==> src/rtl/amp_prot_pkg.sv <==
package amp_prot_pkg;

  // Collected protection sources handed to the decision stage.
  typedef struct packed {
    logic ov;     // supply above the over-voltage band
    logic uv;     // supply below the under-voltage band
    logic ot;     // junction over temperature
    logic ld;     // load-dump band
    logic oc;     // over-current hold window active
    logic pump;   // raw charge pump low indication
    logic rail;   // raw internal rail low indication
  } prot_src_t;

  // Direction of a hysteresis comparator.
  typedef enum logic {
    TRIP_BELOW = 1'b0,
    TRIP_ABOVE = 1'b1
  } trip_dir_e;

endpackage

==> src/rtl/amp_hyst_cmp.sv <==
module amp_hyst_cmp
  import amp_prot_pkg::*;
#(
  parameter int unsigned CODE_W = 10,
  parameter int unsigned SET_C  = 600,
  parameter int unsigned CLR_C  = 560,
  parameter trip_dir_e   DIR    = TRIP_ABOVE
) (
  input  logic              clk,
  input  logic              rst_n,
  input  logic              smp_en,
  input  logic [CODE_W-1:0] code,
  output logic              flag
);

  localparam logic [CODE_W-1:0] SET_V = SET_C[CODE_W-1:0];
  localparam logic [CODE_W-1:0] CLR_V = CLR_C[CODE_W-1:0];

  logic set_hit;
  logic clr_hit;
  logic flag_d;
  logic flag_q;

  generate
    if (DIR == TRIP_ABOVE) begin : g_above
      assign set_hit = (code > SET_V);
      assign clr_hit = (code < CLR_V);
    end else begin : g_below
      assign set_hit = (code < SET_V);
      assign clr_hit = (code > CLR_V);
    end
  endgenerate

  always_comb begin
    flag_d = flag_q;
    if (smp_en) begin
      if (set_hit) begin
        flag_d = 1'b1;
      end else if (clr_hit) begin
        flag_d = 1'b0;
      end
    end
  end

  always_ff @(posedge clk or negedge rst_n) begin
    if (!rst_n) begin
      flag_q <= 1'b0;
    end else begin
      flag_q <= flag_d;
    end
  end

  assign flag = flag_q;

endmodule

==> src/rtl/amp_oc_hold.sv <==
module amp_oc_hold #(
  parameter int unsigned NUM_CH      = 4,
  parameter int unsigned OC_HOLD_CYC = 150000000
) (
  input  logic              clk,
  input  logic              rst_n,
  input  logic [NUM_CH-1:0] oc_in,
  output logic              active
);

  localparam int unsigned   CNT_W  = $clog2(OC_HOLD_CYC + 1);
  localparam logic [CNT_W-1:0] HOLD_V = CNT_W'(OC_HOLD_CYC);

  logic             hit;
  logic [CNT_W-1:0] cnt_d;
  logic [CNT_W-1:0] cnt_q;

  assign hit = |oc_in;

  always_comb begin
    cnt_d = cnt_q;
    if (hit) begin
      cnt_d = HOLD_V;
    end else if (cnt_q != '0) begin
      cnt_d = cnt_q - 1'b1;
    end
  end

  always_ff @(posedge clk or negedge rst_n) begin
    if (!rst_n) begin
      cnt_q <= '0;
    end else begin
      cnt_q <= cnt_d;
    end
  end

  assign active = (cnt_q != '0);

endmodule

==> src/rtl/amp_prot_decide.sv <==
module amp_prot_decide
  import amp_prot_pkg::*;
(
  input  logic      clk,
  input  logic      rst_n,
  input  logic      smp_en,
  input  prot_src_t src,
  input  logic      mute_n,
  output logic      fault,
  output logic      muted_n,
  output logic      out_disable,
  output logic      sleep_req
);

  logic pump_q;
  logic rail_q;
  logic primed_d;
  logic primed_q;
  logic any_fault;

  always_comb begin
    primed_d = primed_q;
    if (smp_en) begin
      primed_d = 1'b1;
    end
  end

  always_ff @(posedge clk or negedge rst_n) begin
    if (!rst_n) begin
      pump_q   <= 1'b0;
      rail_q   <= 1'b0;
      primed_q <= 1'b0;
    end else begin
      pump_q   <= src.pump;
      rail_q   <= src.rail;
      primed_q <= primed_d;
    end
  end

  always_comb begin
    any_fault   = src.ov | src.uv | src.ot | src.ld | src.oc | pump_q | rail_q;
    fault       = any_fault;
    sleep_req   = src.ld;
    out_disable = any_fault | ~primed_q;
    muted_n     = mute_n & ~any_fault & primed_q;
  end

endmodule

==> src/rtl/amp_prot_supervisor.sv <==
module amp_prot_supervisor
  import amp_prot_pkg::*;
#(
  parameter int unsigned CODE_W      = 10,
  parameter int unsigned NUM_CH      = 4,
  parameter int unsigned OV_SET      = 600,
  parameter int unsigned OV_CLR      = 560,
  parameter int unsigned UV_SET      = 162,
  parameter int unsigned UV_CLR      = 190,
  parameter int unsigned OT_SET      = 160,
  parameter int unsigned OT_CLR      = 130,
  parameter int unsigned LD_SET      = 600,
  parameter int unsigned LD_CLR      = 580,
  parameter int unsigned OC_HOLD_CYC = 150000000
) (
  input  logic              clk,
  input  logic              rst_n,
  input  logic              sample_valid,
  input  logic [CODE_W-1:0] vsup_code,
  input  logic [CODE_W-1:0] temp_code,
  input  logic [NUM_CH-1:0] oc_flag,
  input  logic              pump_low,
  input  logic              rail5_low,
  input  logic              mute_n,
  output logic              fault,
  output logic              muted_n,
  output logic              out_disable,
  output logic              sleep_req
);

  logic      ov_q;
  logic      uv_q;
  logic      ot_q;
  logic      ld_q;
  logic      oc_act;
  prot_src_t src;

  amp_hyst_cmp #(.CODE_W(CODE_W), .SET_C(OV_SET), .CLR_C(OV_CLR), .DIR(TRIP_ABOVE)) u_ov (
    .clk(clk), .rst_n(rst_n), .smp_en(sample_valid), .code(vsup_code), .flag(ov_q));

  amp_hyst_cmp #(.CODE_W(CODE_W), .SET_C(UV_SET), .CLR_C(UV_CLR), .DIR(TRIP_BELOW)) u_uv (
    .clk(clk), .rst_n(rst_n), .smp_en(sample_valid), .code(vsup_code), .flag(uv_q));

  amp_hyst_cmp #(.CODE_W(CODE_W), .SET_C(OT_SET), .CLR_C(OT_CLR), .DIR(TRIP_ABOVE)) u_ot (
    .clk(clk), .rst_n(rst_n), .smp_en(sample_valid), .code(temp_code), .flag(ot_q));

  amp_hyst_cmp #(.CODE_W(CODE_W), .SET_C(LD_SET), .CLR_C(LD_CLR), .DIR(TRIP_ABOVE)) u_ld (
    .clk(clk), .rst_n(rst_n), .smp_en(sample_valid), .code(vsup_code), .flag(ld_q));

  amp_oc_hold #(.NUM_CH(NUM_CH), .OC_HOLD_CYC(OC_HOLD_CYC)) u_oc (
    .clk(clk), .rst_n(rst_n), .oc_in(oc_flag), .active(oc_act));

  always_comb begin
    src.ov   = ov_q;
    src.uv   = uv_q;
    src.ot   = ot_q;
    src.ld   = ld_q;
    src.oc   = oc_act;
    src.pump = pump_low;
    src.rail = rail5_low;
  end

  amp_prot_decide u_dec (
    .clk(clk), .rst_n(rst_n), .smp_en(sample_valid), .src(src), .mute_n(mute_n),
    .fault(fault), .muted_n(muted_n), .out_disable(out_disable), .sleep_req(sleep_req));

endmodule

==> config.mk <==
export PLATFORM = sky130hd
export DESIGN_NAME = amp_prot_supervisor
export DESIGN_NICKNAME = d
export VERILOG_FILES = /design/src/rtl/amp_prot_pkg.sv /design/src/rtl/amp_hyst_cmp.sv /design/src/rtl/amp_oc_hold.sv /design/src/rtl/amp_prot_decide.sv /design/src/rtl/amp_prot_supervisor.sv
export SDC_FILE = /design/constraint.sdc
export NUM_CORES = 1
export LEC_CHECK = 0
export BUFFER_PORTS_ARGS = -buffer_cell sky130_fd_sc_hd__buf_2
export CORE_MARGIN = 3
export CORE_UTILIZATION = 50
export DETAILED_ROUTE_END_ITERATION = 10
export PLACE_DENSITY = 0.8
export SETUP_SLACK_MARGIN = 0.3
export SLEW_MARGIN = 20
export SYNTH_ARGS = -nofsm -noshare
export SYNTH_HDL_FRONTEND = slang
export SYNTH_SLANG_ARGS = --single-unit
==> constraint.sdc <==
create_clock -name clk -period 2.25 [get_ports clk]
set_input_delay 0.225 -clock clk [delete_from_list [all_inputs] [get_ports clk]]
set_output_delay 0.225 -clock clk [all_outputs]
set_load 0.01 [all_outputs]
==> results.tsv, run 1 <==
metric	value	unit
Slowest cell on crit path	or4b_4	
Post-Layout Inst Area	2790	um^2
Hold Slack	-0.00208	ns
CP Launch Type	flip-flop	
RePlAce Congestion	0.863	
CP max FO	2	
leak pwr	1.13	nW
Tmin final	2.54	ns
outcome	complete, but fails checks	
GRT Overall Usage	24.3	%
RSZ-0062 raised after global routing	yes	
register area share after synthesis	44.8	%
top post-synthesis cells by area	dfrtp_1, nor2_1, xor2_1, o21ai_0, nand2_1	
leading cell type in the layout, fill and taps excluded	dfrtp_1	
core area	3720	um^2
number of enable flip-flop cells after synthesis	0	
Tightest Pin Transition	0.744	ns
most frequent cells in the layout	dfrtp_1, buf_2, buf_4	
Worst Path Required	2.03	ns
P_sw	0.000320	W
hpwl dp	3380	um
via count of the first global-routing pass	1841	
Tot Pwr	0.00139	W
Max clock buf depth	2	
Tcrit/Tclk final	113	%
Slew Limit Headroom	50.4	%
Inserted Clock Buffers	5	
syn_nets	241	
post-route ant nets	0	
multi-input logic area	1240	um^2
Layout fillers	249	
Final Setup Violations	28	
drt wl/cell	17.7	um
Worst R2R Path Depth	7	
CP peak stage delay	0.55	ns
DR vias/cell	6.13	
Syn Area/Cell	9.36	um^2
Synth async-reset ratio	100	%
DR vias	2022	
hold crit path type	in -> async	
maxcap violations	0	
antenna cells	0	
Synth area leader	dfrtp_1	
clock skew	0.0109	ns
Placed Area	2350	um^2
VDD IR max	0.300	mV
clk_lat worst skew	0.29	ns
Clock Tree Root	clkbuf_8	
clock network power share	41.6	%
critical register-to-register path startpoint	u_oc.cnt_q[10]	
Yosys cell types	44	
achievable clock frequency	0.393	GHz
CP Capture Type	primary output	
switch share	23.0	%
Reg2Reg Setup Slack	-0.22	ns
GR Overflow Total	0	
Mapped Cells	209	
Clock transition at path regs	0.08	ns
Top FF cell, synth	dfrtp_1	
CP arrival	2.32	ns
standard-cell rows	22	
final hold vios	8	
Post-Syn Area	1960	um^2
Die Wd	68.5	um
Die Span Y	68.5	um
Internal Pwr Total	0.00107	W
DRT iter0 DRCs	303	
Critical Path Source	u_oc.cnt_q[10]	
H-tree depth	2	
initial antenna violation count	0	
largest net degree at the start of global routing	36	
CTS tree	done	
Layout area overhead	42.6	%
worst setup path category	reg -> out	
DR pass1 iterations	5	
warnings from Yosys	0	
clock sinks	35	
Max Slew Vio Count	0	
die area	4700	um^2
final setup margin	-0.295	ns
CP cell instances	or4_4 > or4b_4 > nor3_4 > nand4_1 > nor2_2 > buf_2	
first-pass GRT wire length	8470	um
register bit total from synthesis	35	
DRC	0	
PwrDens	500	nW/um^2
final net count	313	
Port Buffers	33	
Logic pwr share	11.5	%
violated checks	negative hold slack, negative setup slack	
Worst R2R End	u_oc.cnt_q[8]	
Yosys top cell area share	44.8	%
starting density of the core	52.6	%
final wirelength	5860	um
Final Util	75.1	%
ratio of cells with drive above 1 in the final layout	41.1	%
IO Pins	34	
Reg power frac	47.0	%
register area	876	um^2
worst max path at each step:
stage	end	slack, ns	cells after the start
2_1_floorplan	muted_n	-0.06	6
3_3_place_gp	muted_n	-0.004	6
3_5_place_dp	muted_n	-0.06	6
4_1_cts	muted_n	-0.29	6
5_1_grt	muted_n	-0.39	8
6_report	muted_n	-0.29	6
what timing repair did:
action / 4_1_cts / 5_1_grt
hold buffers: 0 / 0
endpoints found under the hold margin: 0 / 0
setup buffers: 7 / 6
cloned: 1 / 0
endpoints found under the setup margin: 31 / 31
gates resized for setup: 27 / 18
pin swaps: 19 / 14
power groups by stage:
stage	clock network (W)	registers, W	logic, W
after detailed placement	0	0.000665	0.000133
after global placement	0	0.000664	0.000130
after CTS	0.000585	0.000654	0.000143
after global routing	0.000612	0.000656	0.000176
after floorplan	0	0.000665	0.0000648
final	0.000580	0.000655	0.000160
logic make-up after synthesis:
group | Yosys count | synth area share, %
adder cells (fa/ha/maj) | 2 | 1.28
XOR/XNOR | 13 | 5.82
AO/OA/AOI/OAI | 51 | 18.2
AND/OR/NAND/NOR | 96 | 27.4
flip-flops | 35 | 44.8
buffers and inverters | 12 | 2.43
registers in the layout, indices dropped and copies added (netlist names):
name and cells:
u_ld.flag 1, u_ov.flag 1, u_dec.pump_q 1, u_ot.flag 1, u_dec.rail_q 1, u_oc.cnt_q 28
u_dec.primed_q 1, u_uv.flag 1
cell type report:
type	instances	share of cell area [%]
Multi-Input combinational cell	162	44.5
Inverter	7	0.942
Clock buffer	6	2.96
Sequential cell	35	31.4
Tap cell	48	2.15
Clock inverter	2	1.26
Timing Repair Buffer	70	16.8
routing by layer:
metal | share of wire, % | track usage (%)
met1 | 40 | 31.1
met2 | 49 | 39.7
met3 | 8.1 | 5.02
met4 | 2.9 | 10.2
met5 | 0 | 0
worst max-delay path: cells and delay by family (launching register included):
family,cells,cell delay (ns)
simple gates,5,1.52
flops,1,0.39
buf+inv,1,0.13
synthesized netlist by cell type (2+ instances only):
| master | n |
|---|---|
| o21ai_0 | 12 |
| nand3_1 | 9 |
| nor3_1 | 10 |
| o311a_1 | 2 |
| nand2_1 | 14 |
| o21ai_1 | 2 |
| nor4_1 | 7 |
| clkbuf_1 | 3 |
| a21o_1 | 2 |
| a21oi_1 | 9 |
| or3_1 | 8 |
| xnor2_1 | 5 |
| a211oi_1 | 3 |
| xor2_1 | 8 |
| or4_1 | 7 |
| ha_1 | 2 |
| nor2_1 | 20 |
| o41ai_1 | 2 |
| buf_2 | 2 |
| o31ai_1 | 7 |
| nand2b_1 | 2 |
| dfrtp_1 | 35 |
| inv_1 | 7 |
| and3_1 | 5 |
| nand4_1 | 7 |
metrics by stage:
step,instances,setup slack (ns),hold slack [ns],setup TNS (ns)
global route,330,-0.385,0.0385,-4.88
floorplan,209,-0.0619,-0.0706,-0.0619
CTS,324,-0.289,0.0308,-1.54
global placement,308,-0.00403,0.330,-0.00403
detailed placement,308,-0.0570,0.336,-0.0817
finish,330,-0.295,-0.00208,-3.32
Note: power is estimated with default switching activity, not from simulation.
==> run 2: changes to the inputs <==
RECOVER_POWER = 100   (was unset)
==> results.tsv, run 2 (same netlist as run 1, synthesis figures left out) <==
metric	value	unit	change
Post-Layout Inst Area	2780	um^2	-0.18%
GRT Overall Usage	24.3	%	unchanged
worst setup path category	reg -> out		
clock sinks	35		unchanged
RSZ-0062 raised after global routing	yes		
Tcrit/Tclk final	113	%	-0.13 points
max reg flops	28		unchanged
DR pass1 iterations	5		unchanged
hold_sp	pump_low		
Tmin final	2.54	ns	-0.00293 ns
VDD IR max	0.299	mV	-0.14%
Slowest cell on crit path	or4b_4		
critical register-to-register path startpoint	u_oc.cnt_q[10]		
maxcap violations	1		+1
CTS tree	done		
PwrDens	499	nW/um^2	-0.15%
drt wl/cell	17.9	um	+0.73%
Worst Path Required	2.03	ns	about the same
clock skew	0.00843	ns	-0.00250 ns
Max Slew Vio Count	36		+36
H-tree depth	2		unchanged
initial antenna violation count	0		unchanged
leak pwr	1.12	nW	-1.0%
hpwl dp	3380	um	unchanged
Die Wd	68.5	um	unchanged
CP arrival	2.32	ns	about the same
Placed Area	2350	um^2	unchanged
achievable clock frequency	0.393	GHz	+0.12%
IO Pins	34		unchanged
via count of the first global-routing pass	1841		unchanged
core area	3720	um^2	unchanged
Layout fillers	253		+1.6%
Layout area overhead	42.4	%	
final std cells w/o fill	330		unchanged
Slew Limit Headroom	-18.5	%	-69 points
CTS Hold Bufs	0		unchanged
Clock Tree Root	clkbuf_8		
hold crit path type	in -> reg		
Crit. path cell count	6		unchanged
Worst R2R Path Depth	7		unchanged
ratio of cells with drive above 1 in the final layout	39.7	%	-1.4 points
violated checks	max-capacitance violations, max-slew violations, negative setup slack		
final wirelength	5900	um	+0.73%
Final Setup Violations	28		unchanged
final net count	313		unchanged
antenna cells	0		unchanged
die area	4700	um^2	unchanged
DR vias/cell	6.21		+1.4%
standard-cell rows	22		unchanged
dpl cells	308		unchanged
Critical Path Source	u_oc.cnt_q[10]		
RePlAce Congestion	0.863		unchanged
GR Overflow Total	0		unchanged
starting density of the core	52.6	%	unchanged
DRT iter0 DRCs	282		-6.9%
final setup margin	-0.292	ns	+0.00293 ns
WP buf/inv	1		unchanged
final hold vios	0		-8
DRC	0		unchanged
Hold Slack	0.0475	ns	+0.0496 ns
Fin Setup TNS	-3.17	ns	+0.155 ns
Die Span Y	68.5	um	unchanged
pre-CTS WS	-0.0570	ns	unchanged
CP max FO	2		unchanged
CP Launch Type	flip-flop		
post-route ant nets	0		unchanged
outcome	complete, but fails checks		
DR vias	2050		+1.4%
Reg with most FFs	u_oc.cnt_q		
Clock transition at path regs	0.07	ns	about the same
CP cell instances	or4_4 > or4b_4 > nor3_4 > nand4_1 > nor2_2 > buf_2		
Top delay family on crit path	simple AND/OR/NAND/NOR gates		
most frequent cells in the layout	dfrtp_1, buf_4, buf_2		
CP peak stage delay	0.55	ns	about the same
leading cell type in the layout, fill and taps excluded	dfrtp_1		
Tightest Pin Transition	1.78	ns	+1.03 ns
first-pass GRT wire length	8470	um	unchanged
Min-Delay Path Depth	1		
Inserted Clock Buffers	5		unchanged
clk_lat worst skew	0.29	ns	about the same
CP Capture Type	primary output		
Port Buffers	33		unchanged
largest net degree at the start of global routing	36		unchanged
Max clock buf depth	2		unchanged
[run 2: metal layers]
metal	wire [um]	share of wire (%)	global-route usage [%]
met3	447	7.6	5.02
met4	155	2.6	10.2
met5	0	0	0
met1	2410	41	31.1
met2	2880	49	39.7
[run 2: area by class of cell]
| type | count | area (um^2) | area share, % |
|---|---|---|---|
| clock buffer | 6 | 82.6 | 2.97 |
| clock inverter | 2 | 35.0 | 1.26 |
| inverter | 7 | 26.3 | 0.944 |
| multi-input combinational | 162 | 1240 | 44.5 |
| sequential | 35 | 876 | 31.5 |
| tap | 48 | 60.1 | 2.16 |
| timing repair buffer | 70 | 464 | 16.7 |
[run 2: worst register-to-register path, stage by stage (launching register included)]
cell and delay, ns:
dfrtp_1 0.38, or4_4 0.54, or4b_4 0.55, buf_4 0.16, buf_6 0.12, o31ai_4 0.32
or3_1 0.17, nand3_1 0.09
[run 2: power by group]
group / internal [W] / total [W] / switching [W]
clock: 0.000358 / 0.000577 / 0.000218
combinational: 0.0000713 / 0.000158 / 0.0000867
sequential: 0.000643 / 0.000655 / 0.0000118
[run 2: final timing paths]
check | end | slack (ns)
max in group asynchronous | u_oc.cnt_q[2] | 0.82
worst max register to register | u_oc.cnt_q[8] | -0.22
min in group asynchronous | u_oc.cnt_q[27] | 0.41
worst min-delay path | u_dec.pump_q | 0.05
worst max-delay path | muted_n | -0.29
worst min register to register | u_dec.primed_q | 0.49
[run 2: through the flow]
| stage | power, W | util (%) |
|---|---|---|
| finish | 0.00139 | 74.9 |
| global route | 0.00144 | 74.9 |
| CTS | 0.00138 | 71.5 |
| detailed placement | 0.000798 | 63.2 |
| global placement | 0.000794 | 63.2 |
| floorplan | 0.000729 | - |
[run 2: repair_timing]
item,in CTS,in global routing
gates cloned,1,0
endpoints found under the hold margin,0,0
setup buffers,7,6
pin swaps,19,14
endpoints found under the setup margin,31,31
resized for setup,27,18
